==> config.mk <==
export PLATFORM = sky130hd
export DESIGN_NAME = disk_change_tracker
export DESIGN_NICKNAME = d
export VERILOG_FILES = /design/src/rtl/dc_pkg.sv /design/src/rtl/dc_ctrl.sv /design/src/rtl/dc_datapath.sv /design/src/rtl/disk_change_tracker.sv
export SDC_FILE = /design/constraint.sdc
export NUM_CORES = 1
export LEC_CHECK = 0
export BUFFER_PORTS_ARGS = -buffer_cell sky130_fd_sc_hd__buf_2
export CAP_MARGIN = 25
export CORE_ASPECT_RATIO = 0.9
export CORE_MARGIN = 2
export CORE_UTILIZATION = 41
export CTS_CLUSTER_DIAMETER = 60
export CTS_CLUSTER_SIZE = 20
export DETAILED_ROUTE_END_ITERATION = 6
export PLACE_DENSITY_LB_ADDON = 0.05
export SYNTH_ARGS = -nofsm -noshare
export SYNTH_HDL_FRONTEND = slang
export SYNTH_SLANG_ARGS = --single-unit
==> constraint.sdc <==
create_clock -name clk -period 1.58 [get_ports clk]
set_input_delay 0.079 -clock clk [delete_from_list [all_inputs] [get_ports clk]]
set_output_delay 0.079 -clock clk [all_outputs]
set_load 0.05 [all_outputs]
==> src/rtl/dc_pkg.sv <==
package dc_pkg;
  localparam int NUM_DRIVES = 4;
  localparam int SEL_W = $clog2(NUM_DRIVES);

  typedef struct packed {
    logic [NUM_DRIVES-1:0] moveHit;
    logic                  showLoad;
  } dcStrobe_t;
endpackage

==> src/rtl/dc_ctrl.sv <==
module dc_ctrl
  import dc_pkg::*;
#(
  parameter int SETTLE_READS = 5
) (
  input  logic             clk,
  input  logic             rstN,
  input  logic [SEL_W-1:0] selDrive,
  input  logic             rdStrobe,
  input  logic             moveDone,
  input  logic [SEL_W-1:0] moveDrive,
  input  logic             moveOk,
  output dcStrobe_t        strobes
);
  logic [SEL_W-1:0] prevSel;
  logic             selChange;
  logic             showLoad;

  assign selChange = (selDrive != prevSel);

  always_ff @(posedge clk or negedge rstN) begin
    if (!rstN) prevSel <= '0;
    else       prevSel <= selDrive;
  end

  generate
    if (SETTLE_READS <= 1) begin : g_immediate
      assign showLoad = selChange;
    end else begin : g_settle
      localparam int CNT_W = $clog2(SETTLE_READS);
      logic [CNT_W-1:0] readCnt;
      logic             pending;

      always_ff @(posedge clk or negedge rstN) begin
        if (!rstN) begin
          readCnt <= '0;
          pending <= 1'b0;
        end else if (selChange) begin
          readCnt <= '0;
          pending <= 1'b1;
        end else if (pending && rdStrobe) begin
          if (readCnt == CNT_W'(SETTLE_READS - 2)) pending <= 1'b0;
          else readCnt <= readCnt + 1'b1;
        end
      end

      assign showLoad = pending && rdStrobe && !selChange &&
                        (readCnt == CNT_W'(SETTLE_READS - 2));
    end
  endgenerate

  always_comb begin
    strobes.showLoad = showLoad;
    for (int d = 0; d < NUM_DRIVES; d++)
      strobes.moveHit[d] = moveDone && moveOk && (moveDrive == SEL_W'(d));
  end
endmodule

==> src/rtl/dc_datapath.sv <==
module dc_datapath
  import dc_pkg::*;
#(
  parameter int CYL_W = 8
) (
  input  logic                  clk,
  input  logic                  rstN,
  input  dcStrobe_t             strobes,
  input  logic [NUM_DRIVES-1:0] doorEvt,
  input  logic [SEL_W-1:0]      selDrive,
  input  logic [NUM_DRIVES-1:0] motorEn,
  input  logic                  moveIsRecal,
  input  logic [CYL_W-1:0]      moveCyl,
  output logic [NUM_DRIVES-1:0] chgFlags,
  output logic [SEL_W-1:0]      shownDrive,
  output logic [7:0]            dirByte
);
  logic [CYL_W-1:0] target;
  assign target = moveIsRecal ? '0 : moveCyl;

  generate
    for (genvar d = 0; d < NUM_DRIVES; d++) begin : g_drive
      logic [CYL_W-1:0] presCyl;
      always_ff @(posedge clk or negedge rstN) begin
        if (!rstN) begin
          chgFlags[d] <= 1'b0;
          presCyl     <= '0;
        end else begin
          if (doorEvt[d])
            chgFlags[d] <= 1'b1;
          else if (strobes.moveHit[d] && (target != presCyl))
            chgFlags[d] <= 1'b0;
          if (strobes.moveHit[d]) presCyl <= target;
        end
      end
    end
  endgenerate

  always_ff @(posedge clk or negedge rstN) begin
    if (!rstN)                 shownDrive <= '0;
    else if (strobes.showLoad) shownDrive <= selDrive;
  end

  assign dirByte = {motorEn[selDrive] & chgFlags[shownDrive], 7'b0};
endmodule

==> src/rtl/disk_change_tracker.sv <==
module disk_change_tracker
  import dc_pkg::*;
#(
  parameter int CYL_W        = 8,
  parameter int SETTLE_READS = 5
) (
  input  logic             clk,
  input  logic             rstN,
  input  logic [3:0]       doorEvt,
  input  logic [1:0]       selDrive,
  input  logic [3:0]       motorEn,
  input  logic             rdStrobe,
  input  logic             moveDone,
  input  logic [1:0]       moveDrive,
  input  logic             moveIsRecal,
  input  logic [CYL_W-1:0] moveCyl,
  input  logic             moveOk,
  output logic [7:0]       dirByte
);
  dcStrobe_t             strobes;
  logic [NUM_DRIVES-1:0] chgFlags;
  logic [SEL_W-1:0]      shownDrive;

  dc_ctrl #(.SETTLE_READS(SETTLE_READS)) u_ctrl (
    .clk(clk), .rstN(rstN), .selDrive(selDrive), .rdStrobe(rdStrobe),
    .moveDone(moveDone), .moveDrive(moveDrive), .moveOk(moveOk),
    .strobes(strobes)
  );

  dc_datapath #(.CYL_W(CYL_W)) u_dp (
    .clk(clk), .rstN(rstN), .strobes(strobes), .doorEvt(doorEvt),
    .selDrive(selDrive), .motorEn(motorEn), .moveIsRecal(moveIsRecal),
    .moveCyl(moveCyl), .chgFlags(chgFlags), .shownDrive(shownDrive),
    .dirByte(dirByte)
  );
endmodule

==> results.py, run 1 <==
metrics = {
    "outcome": {
        "outcome": "finished, final reports clean",
    },
    "setup_path": {
        "crit_type": "flip-flop to output pin",
        "end_kind": "output pin",
        "max_stage_delay_ns": 0.46,
        "cp_max_fo": 2,
        "cp-start-kind": "flip-flop",
        "path_cells": "mux4_2, and2_4, buf_8",
        "worstPathRequired_ns": 1.50,
        "arrival_ns": 1.47,
        "slowest_stage": "mux4_2",
    },
    "place": {
        "portBuffers": 26,
        "gp_congestion": 0.7542,
        "preCtsSetupSlack_ns": 0.1098,
        "place_hpwl_um": 3890,
    },
    "layout": {
        "nets": 326,
        "drive_gt1_share_pct": 18.73,
        "area_growth_pct": 12.06,
        "finish.utilization_pct": 48.46,
        "diodes": 0,
    },
    "logic_synthesis": {
        "ys_seq_elements": 44,
        "synth_top_area_cell": "dfrtp_1",
        "synthArstFlopShare_pct": 100.0,
        "ys_warn_count": 0,
        "synth_ff_type": "dfrtp_1",
        "synth-edff-count": 0,
        "syn_area_mm2": 0.002490,
        "netlist_instances": 272,
        "synth-seq-area-share_pct": 44.22,
        "synth_area_leaders": "dfrtp_1 (44%), xnor2_1 (6.7%), o21ai_0 (6.4%)",
        "synth.top_cell.area_share_pct": 44.22,
        "syn_avg_cell_area_um2": 9.154,
        "yosys.cell_types.count": 32,
    },
    "sta": {
        "slew_headroom_pct": 56.41,
        "fin_tns_setup_ns": 0,
        "period_needed_ns": 1.547,
        "setup_viol": 0,
        "grt_setup_unrepaired": "true",
        "finClkSkew_ns": 0.01783,
        "tightest_slew_ns": 0.6539,
        "fin_crit_sh_pct": 97.90,
        "worst_slack_ns": 0.03316,
        "report.final.slew_viol_count": 0,
        "final-hold-violation-count": 0,
        "fmax_mhz": 646.5,
    },
    "grt": {
        "grt_max_degree": 45,
        "grt_pass1_wl_um": 9356,
        "antenna_found_initial": 0,
        "track_usage_pct": 18.13,
        "grt_overflow": 0,
        "grt_pass1_vias": 1786,
    },
    "run": {
        "max-cap-violations": 0,
    },
    "clock_tree": {
        "cts_buffer_depth": 2,
        "post_cts_buffers": 0,
        "clock-sinks": 44,
        "h-tree-depth": 2,
        "root_buffer": "clkbuf_8",
        "path_clk_slew_ns": 0.09,
        "cts_inserted_buffers": 5,
        "cts_tree": "yes",
        "clk_latency_ns": 0.31,
    },
    "power_and_ir_drop": {
        "power_density_mw_per_mm2": 979.1,
        "p_total_w": 0.002732,
        "p_leak_nw": 1.155,
        "peakVddDrop_mv": 0.5691,
    },
    "routing": {
        "ant_nets": 0,
        "drc_errors": 0,
        "wl_per_cell_um": 14.86,
        "routed_wl_um": 5482,
        "via_per_inst": 5.282,
        "first_pass_iters": 4,
        "vias": 1949,
        "first_iter_violations": 71,
    },
    "floorplanning": {
        "io-pin-count": 34,
        "fp.dieArea_mm2": 0.006713,
        "core_mm2": 0.005758,
        "rows": 26,
        "die_x_um": 86.15,
        "start_util_pct": 43.24,
        "chipHeight_um": 77.93,
    },
    "hold_path": {
        "worst_hold_path_type": "input port to flip-flop",
    },
}
worst max-delay path, delay by kind of cell (launching register included):
family	cells	cell delay (ns)
buffers and inverters	1	0.14
and+or+nand+nor	1	0.16
muxes	1	0.46
DFF	1	0.40
layout make-up:
cell class	instances	area [um^2]
clock buffers	6	82.58
clock inverters	2	10.01
fillers	583	2968
inverters	1	3.754
multi-input cells	211	1277
flip-flops and latches	44	1101
well taps	70	87.58
repair buffers	35	227.7
logic make-up (layout without fill, tap and decap cells):
logic type               count (synthesis)  after routing  share of synthesized area (%)
flip-flops                              44             44                          44.22
multiplexers                             5              5                          3.115
adder cells (fa/ha/maj)                  2              2                          1.005
AND/OR/NAND/NOR                        106            106                          21.26
buffers and inverters                   23             44                          5.577
AO/OA/AOI/OAI                           72             72                          17.99
other                                    1              7                         0.1506
XOR/XNOR                                19             19                          6.683
final timing paths:
path / end / cells after the start / slack [ns] / from
worst max-delay path: dirByte[7] / 3 / 0.03 / u_dp.chgFlags[0]
worst min-delay path: u_dp.chgFlags[2] / 3 / 0.05 / doorEvt[2]
worst max register to register: u_dp.shownDrive[0] / 5 / 0.14 / u_ctrl.g_settle.readCnt[0]
worst min register to register: u_ctrl.g_settle.pending / 1 / 0.51 / u_ctrl.g_settle.pending
max in group asynchronous: u_ctrl.prevSel[0] / 3 / 1.07 / rstN
min in group asynchronous: u_dp.g_drive[0].presCyl[7] / 3 / 0.26 / rstN
synthesized netlist by cell type, types with 2 or more instances:
cell       n
dfrtp_1   44
nand2_1   37
clkbuf_1   4
nand3_1    9
a21oi_1    4
o21ai_2    2
and2b_1    2
a32oi_1    8
buf_2      9
mux4_2     2
ha_1       2
mux2_2     2
o32ai_1    8
o21bai_1   2
buf_6      2
a31oi_1    8
buf_4      7
nor2_1    34
and4bb_2   8
o21ai_1    6
xnor2_1   19
o21ai_0   32
nand4_1    5
nand2b_1   8
placed cells by master (no fill, tap or decap), drive strengths merged:
cell	synthesis	routed
clkinv	0	2
nand3	9	9
and2b	2	2
a32oi	8	8
nand2b	8	8
or3	1	1
and4bb	8	8
nor2	34	34
and2	1	1
buf	18	32
nand4	5	5
dlygate4sd3	0	3
inv	1	1
a21oi	4	4
o21bai	2	2
conb	1	7
dfrtp	44	44
nand2	37	37
a21o	1	1
a31oi	8	8
nand4b	1	1
clkbuf	4	6
a211oi	1	1
o21ai	40	40
mux2	2	2
o32ai	8	8
mux4	2	2
ha	2	2
xnor2	19	19
mux2i	1	1
flip-flops by register name (all words and copies together) (netlist names):
signal / cells
u_ctrl.g_settle.pending: 1
u_dp.shownDrive: 2
u_ctrl.prevSel: 2
u_dp.chgFlags: 4
u_ctrl.g_settle.readCnt: 3
u_dp.g_drive.presCyl: 32
routing by layer:
layer / global-route usage, % / wire length (um)
met4: 6.667 / 79
met1: 26.32 / 2854
met2: 26.74 / 2407
met3: 3.404 / 140
met5: 0 / 0
through the flow:
| stage | hold slack [ns] | std cells | instance area, um^2 |
|---|---|---|---|
| after CTS | 0.04612 | 369 | 2788 |
| after floorplan | -0.2166 | 278 | 2512 |
| after global routing | 0.05619 | 369 | 2790 |
| after global placement | 0.08035 | 358 | 2653 |
| final | 0.05134 | 369 | 2790 |
| after detailed placement | 0.08052 | 358 | 2653 |
power breakdown:
group / leakage [nW] / internal [W] / switching (W)
registers: 0.559 / 0.00126 / 0.000134
logic: 0.545 / 0.000266 / 0.000331
clock network: 0.0510 / 0.000349 / 0.000396
repair_timing:
item,4_1_cts,5_1_grt
gates resized for setup,4,1
gates cloned,0,0
endpoints found under the setup margin,1,3
pin swaps,1,0
endpoints found under the hold margin,46,0
hold buffers,3,0
No activity file was read; power rests on OpenSTA's default activity.
==> inputs of run 2 (changes only) <==
--- a/config.mk
+++ b/config.mk
@@ -7,13 +7,14 @@
 export LEC_CHECK = 0
 export BUFFER_PORTS_ARGS = -buffer_cell sky130_fd_sc_hd__buf_2
 export CAP_MARGIN = 25
-export CORE_ASPECT_RATIO = 0.9
+export CORE_ASPECT_RATIO = 1.2
 export CORE_MARGIN = 2
 export CORE_UTILIZATION = 41
 export CTS_CLUSTER_DIAMETER = 60
 export CTS_CLUSTER_SIZE = 20
 export DETAILED_ROUTE_END_ITERATION = 6
 export PLACE_DENSITY_LB_ADDON = 0.05
+export SETUP_SLACK_MARGIN = 0.1
 export SYNTH_ARGS = -nofsm -noshare
 export SYNTH_HDL_FRONTEND = slang
 export SYNTH_SLANG_ARGS = --single-unit
==> run 2 against run 1 <==
  * Clock skew is 0.012 ns lower
  * Clock power is 9.4% lower
  * Global-route usage is 0.26 points lower
  * Critical path depth stayed put
  * Utilization is 1.0 points lower
  * Die area hardly changed
==> results.py, run 2 (synthesis results as in run 1) <==
metrics = {
    "setup_path": {
        "cp_max_fo": 2,
        "ff2ff_setup_slack_ns": 0.17,
        "r2r_start": "u_ctrl.g_settle.readCnt[1]",
        "rr_worst_depth": 5,
        "arrival_ns": 1.47,
        "crit_type": "flip-flop to output pin",
        "worstPathRequired_ns": 1.50,
        "cp-start-kind": "flip-flop",
        "end_kind": "output pin",
        "timing.rr.end": "u_dp.shownDrive[0]",
    },
    "power_and_ir_drop": {
        "switching_share_pct": 31.52,
        "p_switching_w": 0.0008418,
        "power_density_mw_per_mm2": 942.4,
        "seqPwrFrac_pct": 52.2,
        "p_leak_nw": 1.156,
        "pwr-share-clk_pct": 25.3,
        "power_frac_comb_pct": 22.5,
        "peakVddDrop_mv": 0.3427,
        "internal_power_w": 0.001829,
    },
    "floorplanning": {
        "rows": 31,
        "io-pin-count": 34,
        "chipHeight_um": 89.37,
        "start_util_pct": 41.68,
        "fp.dieArea_mm2": 0.006715,
        "die_x_um": 75.14,
        "core_mm2": 0.005973,
    },
    "sta": {
        "finClkSkew_ns": 0.005938,
        "tightest_slew_ns": 0.6572,
        "fmax_mhz": 647.6,
        "fin_crit_sh_pct": 97.73,
        "fin_tns_setup_ns": 0,
        "slew_headroom_pct": 56.19,
        "setup_viol": 0,
        "final-hold-violation-count": 0,
        "grt_setup_unrepaired": "true",
        "worst_slack_ns": 0.03580,
        "period_needed_ns": 1.544,
        "report.final.slew_viol_count": 0,
    },
    "layout": {
        "drive_gt1_share_pct": 20.00,
        "largest_reg_flops": 32,
        "top_regs": "u_dp.g_drive.presCyl x32, u_dp.chgFlags x4, u_ctrl.g_settle.readCnt x3",
        "final_common_cell": "dfrtp_1",
        "diodes": 0,
        "fillCellCount": 592,
        "finish.instance_area_mm2": 0.002834,
        "top_register": "u_dp.g_drive.presCyl",
        "area_growth_pct": 13.82,
        "mostFrequentLayoutCells": "dfrtp_1 (44), nand2_1 (36), o21ai_0 (32), nor2_1 (32), buf_2 (25)",
        "finish.utilization_pct": 47.44,
        "fin_cells": 382,
        "nets": 328,
        "multi_input_area_mm2": 0.001306,
        "regArea_mm2": 0.001101,
    },
    "hold_path": {
        "hold_depth": 3,
        "holdCritStartpoint": "doorEvt[0]",
        "worst_hold_path_type": "input port to flip-flop",
        "worstHoldEndpoint": "u_dp.chgFlags[0]",
    },
    "clock_tree": {
        "clk_latency_ns": 0.30,
        "cts_buffer_depth": 2,
        "path_clk_slew_ns": 0.08,
        "clock-sinks": 44,
        "h-tree-depth": 2,
        "cts_tree": "yes",
        "root_buffer": "clkbuf_8",
        "cts_inserted_buffers": 5,
    },
    "grt": {
        "grt_pass1_vias": 1757,
        "grt_pass1_wl_um": 8887,
        "grt_overflow": 0,
        "track_usage_pct": 17.86,
        "antenna_found_initial": 0,
        "grt_max_degree": 45,
    },
    "place": {
        "place_inst": 371,
        "portBuffers": 26,
        "preCtsSetupSlack_ns": 0.1143,
        "place_area_mm2": 0.002675,
        "gp_congestion": 0.6849,
        "place_hpwl_um": 3853,
    },
    "routing": {
        "drc_errors": 0,
        "routed_wl_um": 5504,
        "ant_nets": 0,
        "first_iter_violations": 99,
        "via_per_inst": 5.071,
        "wl_per_cell_um": 14.41,
        "vias": 1937,
        "first_pass_iters": 4,
    },
    "outcome": {
        "outcome": "finished, final reports clean",
    },
    "run": {
        "max-cap-violations": 0,
    },
}
-- run 2: how the worst max path moves through the flow --
| stage | depth (start not counted) | end | slack [ns] | from |
|---|---|---|---|---|
| after global routing | 3 | dirByte[7] | -0.03 | u_dp.shownDrive[0] |
| after detailed placement | 5 | u_ctrl.g_settle.readCnt[1] | 0.11 | u_ctrl.g_settle.readCnt[0] |
| after floorplan | 5 | u_ctrl.g_settle.readCnt[1] | 0.20 | u_ctrl.g_settle.readCnt[0] |
| after global placement | 5 | u_ctrl.g_settle.readCnt[1] | 0.13 | u_ctrl.g_settle.readCnt[0] |
| final | 3 | dirByte[7] | 0.04 | u_dp.shownDrive[0] |
| after CTS | 3 | dirByte[7] | 0.03 | u_dp.shownDrive[0] |
-- run 2: routing by layer --
layer  wire [um]  vias up  GRT usage [%]
li1            -     1007              -
met1        2648      894          24.66
met2        2620       31          28.31
met3         167        5          3.720
met4          67        0          5.263
met5           0        -              0
-- run 2: critical path, cell delays in order, from the launching register on --
cell     delay, ns
dfrtp_1       0.38
mux4_2        0.50
and2_4        0.15
buf_8         0.14
-- run 2: what timing repair did --
| item | CTS | global route |
|---|---|---|
| endpoints found under the hold margin | 46 | 0 |
| gates resized for setup | 4 | 8 |
| hold buffers | 3 | 0 |
| setup buffers | 0 | 1 |
| setup endpoints to repair | 1 | 6 |
| pin swaps | 1 | 2 |
-- run 2: through the flow --
step                hold WS [ns]  total power [W]
finish                   0.04878         0.002671
CTS                      0.04644         0.002699
global placement         0.07929         0.001990
global route             0.04459         0.002859
detailed placement       0.08515         0.001999
floorplan                -0.2166         0.001827
-- run 2: layout make-up --
class                      count  share of cell area, %
clock buffer                   6                  2.561
clock inverter                 1                 0.1766
inverter                       1                 0.1325
multi-input combinational    211                  46.09
sequential                    44                  38.85
tap                           82                  3.620
timing repair buffer          37                  8.565
-- run 2: power groups by stage --
| stage | Clock (W) | Combinational, W | Sequential, W |
|---|---|---|---|
| detailed placement | 0 | 0.000584 | 0.00141 |
| global placement | 0 | 0.000577 | 0.00141 |
| finish | 0.000675 | 0.000602 | 0.00139 |
| global route | 0.000759 | 0.000681 | 0.00142 |
| CTS | 0.000707 | 0.000600 | 0.00139 |
| floorplan | 0 | 0.000445 | 0.00138 |
